### config.mk
export PLATFORM = sky130hd
export DESIGN_NAME = psr_unit
export DESIGN_NICKNAME = d
export VERILOG_FILES = /design/src/rtl/psr_pkg.sv /design/src/rtl/psr_cmp.sv /design/src/rtl/psr_gate.sv /design/src/rtl/psr_unit.sv
export SDC_FILE = /design/constraint.sdc
export NUM_CORES = 1
export LEC_CHECK = 0
export BUFFER_PORTS_ARGS = -buffer_cell sky130_fd_sc_hd__buf_2
export CAP_MARGIN = 20
export CORE_MARGIN = 5
export CORE_UTILIZATION = 30
export CTS_CLUSTER_SIZE = 10
export DETAILED_ROUTE_END_ITERATION = 10
export SYNTH_ARGS = -nofsm -noshare
export SYNTH_HDL_FRONTEND = slang
export SYNTH_HIERARCHICAL = 1
export SYNTH_SLANG_ARGS = --single-unit
### constraint.sdc
create_clock -name clk -period 5.8 [get_ports clk]
set_clock_uncertainty 0.05 [all_clocks]
set_input_delay 1.16 -clock clk [delete_from_list [all_inputs] [get_ports clk]]
set_output_delay 1.16 -clock clk [all_outputs]
set_load 0.005 [all_outputs]
### src/rtl/psr_pkg.sv
package psr_pkg;

    localparam int WORD_W = 16;
    localparam int HALF_W = WORD_W / 2;

    typedef struct packed {
        logic [3:0] rsv;
        logic       i;
        logic       p;
        logic       s;
        logic       u;
        logic       n;
        logic       z;
        logic       f;
        logic       k;
        logic       j;
        logic       l;
        logic       t;
        logic       c;
    } psr_t;

    typedef struct packed {
        logic z;
        logic n;
        logic l;
    } cmp_flags_t;

    // Clear every bit that must read zero.
    function automatic psr_t psr_scrub(input psr_t v);
        psr_t r;
        r     = v;
        r.rsv = '0;
        r.j   = 1'b0;
        r.k   = 1'b0;
        return r;
    endfunction

endpackage

### src/rtl/psr_cmp.sv
module psr_cmp
    import psr_pkg::*;
#(
    parameter int OP_W   = 32,
    parameter bit HAS_FP = 1'b1
) (
    input  logic [OP_W-1:0] op_a,
    input  logic [OP_W-1:0] op_b,
    input  logic            is_fp,
    input  logic            fp_eq,
    input  logic            fp_lt,
    output cmp_flags_t      flags
);

    cmp_flags_t int_f;

    always_comb begin
        int_f.z = (op_b == op_a);
        int_f.n = ($signed(op_b) < $signed(op_a));
        int_f.l = (op_b < op_a);
    end

    generate
        if (HAS_FP) begin : g_fp
            always_comb begin
                if (is_fp) begin
                    flags.z = fp_eq;
                    flags.n = fp_lt;
                    flags.l = 1'b0;
                end else begin
                    flags = int_f;
                end
            end
        end else begin : g_nofp
            logic unused_fp;
            assign unused_fp = is_fp ^ fp_eq ^ fp_lt;
            assign flags     = int_f;
        end
    endgenerate

endmodule

### src/rtl/psr_gate.sv
module psr_gate (
    input  logic lo_req,
    input  logic hi_req,
    input  logic user,
    output logic lo_we,
    output logic hi_we,
    output logic viol
);

    always_comb begin
        lo_we = lo_req;
        hi_we = hi_req & ~user;
        viol  = hi_req & user;
    end

endmodule

### src/rtl/psr_unit.sv
module psr_unit
    import psr_pkg::*;
#(
    parameter int OP_W = 32
) (
    input  logic              clk,
    input  logic              rst,
    input  logic              lo_wr,
    input  logic              hi_wr,
    input  logic [WORD_W-1:0] wr_data,
    input  logic              cmp_en,
    input  logic              cmp_fp,
    input  logic [OP_W-1:0]   op_a,
    input  logic [OP_W-1:0]   op_b,
    input  logic              fp_eq,
    input  logic              fp_lt,
    input  logic              arith_en,
    input  logic              carry_in,
    input  logic              ovf_in,
    output logic [WORD_W-1:0] psr_q,
    output logic              user_mode,
    output logic              stack_sel,
    output logic              trace_pend,
    output logic              int_en,
    output logic              priv_fault
);

    psr_t       psr_r;
    psr_t       psr_n;
    cmp_flags_t cf;
    logic       lo_we;
    logic       hi_we;
    logic       viol;
    logic       fault_r;

    psr_cmp #(.OP_W(OP_W), .HAS_FP(1'b1)) u_cmp (
        .op_a  (op_a),
        .op_b  (op_b),
        .is_fp (cmp_fp),
        .fp_eq (fp_eq),
        .fp_lt (fp_lt),
        .flags (cf)
    );

    psr_gate u_gate (
        .lo_req (lo_wr),
        .hi_req (hi_wr),
        .user   (psr_r.u),
        .lo_we  (lo_we),
        .hi_we  (hi_we),
        .viol   (viol)
    );

    always_comb begin
        psr_n = psr_r;
        if (cmp_en) begin
            psr_n.z = cf.z;
            psr_n.n = cf.n;
            psr_n.l = cf.l;
        end
        if (arith_en) begin
            psr_n.c = carry_in;
            psr_n.f = ovf_in;
        end
        if (lo_we) psr_n[HALF_W-1:0]      = wr_data[HALF_W-1:0];
        if (hi_we) psr_n[WORD_W-1:HALF_W] = wr_data[WORD_W-1:HALF_W];
        psr_n = psr_scrub(psr_n);
    end

    always_ff @(posedge clk) begin
        if (rst) begin
            psr_r   <= '0;
            fault_r <= 1'b0;
        end else begin
            psr_r   <= psr_n;
            fault_r <= viol;
        end
    end

    assign psr_q      = psr_r;
    assign user_mode  = psr_r.u;
    assign stack_sel  = psr_r.s;
    assign trace_pend = psr_r.p;
    assign int_en     = psr_r.i;
    assign priv_fault = fault_r;

endmodule

==> results.yml <==
status:
  status: "complete, no violations"
synthesis:
  yosysUniqueCellTypes: 30
  netlist_area_um2: 1386
  syn-instance-count: 178
  synth_warnings: 6
  postSynthAreaPerCell_um2: 7.788
  yosysSeqAreaShare_pct: 15.88
  ys_ff_latch: 11
worst_hold_path:
  min_path_type: "flip-flop to flip-flop"
  whs_path_depth: 2
setup_path:
  arrival_ns: 3.12
  crit_type: "input port to flip-flop"
  critPathCaptureType: "flip-flop"
  start_kind: "input port"
  critPathMaxFanout: 2
  reg2reg_depth: 3
  cp.required_ns: 5.91
floorplanning:
  rows: 24
  fp.dieW_um: 77.98
  die_height_um: 77.98
  io_pins: 112
  initial_core_util_pct: 31.41
  core_um2: 4414
  die_area_um2: 6081
clock_network:
  cts_tree: "yes"
  clockBufferDepth: 2
  path_clk_slew_ns: 0.05
  clk_latency_ns: 0.24
  htree_levels: 1
  post_cts_buffers: 0
  clock-root-buffer: "clkbuf_8"
  ctsResizeCount: 0
  cts_buffers: 3
  numClockSinks: 11
  cts.hold.buffers_added: 0
sta:
  clock.fmax_ghz: 0.3326
  layout_min_cycle_time_ns: 3.006
  drv_slew: 0
  setup_tns_ns: 0
  hold_slack_ns: 0.4506
  fin_crit_sh_pct: 51.83
  rsz0062_at_grt: "false"
  setup_viol: 0
  hold_violations: 0
global_routing:
  grt_pass1_wl_mm: 5.796
  grtUsageTotal_pct: 11.23
  antenna_found_initial: 0
  grt_max_degree: 12
  grt_pass1_vias: 1371
  overflow: 0
power:
  switchingPower_uw: 78.64
  pwr-share-comb_pct: 38.4
  power.internal_uw: 183.0
  clkPwrFrac_pct: 29.7
  switching_share_pct: 30.06
  p_leak_nw: 1.164
  peakVddDrop_mv: 0.1084
  powerDensity_nw_per_um2: 136.3
  p_seq_share_pct: 31.9
  finalPower_uw: 261.6
placement:
  dp_hpwl_mm: 3.190
  port_buffers: 99
  gp_congestion: 0.7806
  dpl-instance-area_um2: 1874
  place_inst: 321
run:
  cap_violations: 0
routing:
  ant_nets: 0
  wl_mm: 3.541
  vias_per_cell: 4.409
  drt_iter0_markers: 19
  vias: 1433
  wl_per_cell_um: 10.90
  first_pass_iters: 4
  drcViolationCount: 0
finish:
  final_nets: 397
  final_area_um2: 1919
  drive_above_1_share_pct: 38.83
  fin_cells: 325
  n_antenna_cell: 0
  area_growth_pct: 38.45
[worst max-delay path, cell delays in order]
cell      delay, ns
buf_2          0.07
inv_1          0.03
ha_1           0.29
a21oi_1        0.14
o21ai_0        0.11
a221o_1        0.35
o311ai_1       0.28
o31ai_1        0.11
a221oi_1       0.23
mux2i_1        0.12
a211oi_1       0.22
[state kept, by name, summed over array words and instances, names as in the netlist]
signal	cells
psr_q	6
int_en	1
priv_fault	1
stack_sel	1
trace_pend	1
user_mode	1
[logic make-up (layout without fill, tap and decap cells)]
group	count (synthesis)	in the layout	synth area share, %
buffers and inverters	48	138	16.06
AND/OR/NAND/NOR	44	44	16.52
adder cells (fa/ha/maj)	32	32	28.88
AO/OA/AOI/OAI	32	32	15.16
flip-flops	11	11	15.88
multiplexers	10	10	7.221
other	1	6	0.2705
[synth_stat cells]
cell type	n	share of area (%)
o311ai_1	1	0.63
a211oi_1	6	3.2
nor2_1	9	2.4
dfxtp_1	11	16
a22oi_1	1	0.54
nand3_1	4	1.4
inv_1	35	9.5
conb_1	1	0.27
ha_1	32	29
a21oi_2	1	0.63
a21boi_2	1	0.81
nor4_1	2	0.90
nor2b_1	8	3.6
buf_4	11	6.0
a221oi_1	1	0.63
clkbuf_2	1	0.36
a221o_1	1	0.72
nand2_1	9	2.4
and2_2	1	0.54
clkbuf_1	1	0.27
mux2i_1	10	7.2
and4b_1	1	0.72
a21oi_1	12	4.3
nand4_1	6	2.7
a21o_1	1	0.54
o31ai_1	1	0.54
and2b_2	1	0.63
nor3_1	3	1.1
o21ai_0	4	1.4
o211ai_1	2	1.1
[layer usage]
layer	up-vias	track usage (%)	wire length (µm)
met5	-	0	0
met4	0	3.041	21
met3	2	2.546	345
met2	55	19.45	1673
met1	589	13.89	1500
li1	787	-	-
[final cells by class]
cell class / instances / area (µm²)
clock buffers: 4 / 45.04
fillers: 470 / 2495
inverters: 35 / 131.4
multi-input cells: 124 / 962.2
flip-flops and latches: 11 / 220.2
well taps: 52 / 65.06
repair buffers: 99 / 495.5
[metrics by stage]
stage / setup WS (ns) / utilization (%)
after floorplan: 2.767 / -
after global placement: 2.481 / 42.46
final: 2.794 / 43.48
after global routing: 2.542 / 43.48
after CTS: 2.744 / 43.48
after detailed placement: 2.495 / 42.46
[path summary, 6_finish.rpt]
check	startpoint	endpoint	slack, ns
max	op_a[5]	psr_q[7]	2.79
min	psr_q[1]	psr_q[1]	0.45
max reg2reg	user_mode	int_en	4.73
min reg2reg	psr_q[1]	psr_q[1]	0.45
[cell usage in the layout (no fill, tap or decap), types with 3 or more instances in the layout]
master,count
o21ai_0,4
mux2i_1,10
buf_2,99
clkbuf_8,3
inv_1,35
nand3_1,4
ha_1,32
dfxtp_1,11
nand2_1,9
conb_1,6
a21oi_1,12
a211oi_1,6
nor3_1,3
nand4_1,6
nor2b_1,8
nor2_1,9
[power by group through the flow]
stage	Combinational (mW)	Clock (mW)	Sequential, mW
after floorplan	0.0607	0	0.0856
after global placement	0.100	0	0.0849
after detailed placement	0.102	0	0.0848
after CTS	0.103	0.0795	0.0835
after global routing	0.118	0.0861	0.0844
final	0.100	0.0777	0.0835
Note: power is estimated with default switching activity, not from simulation.
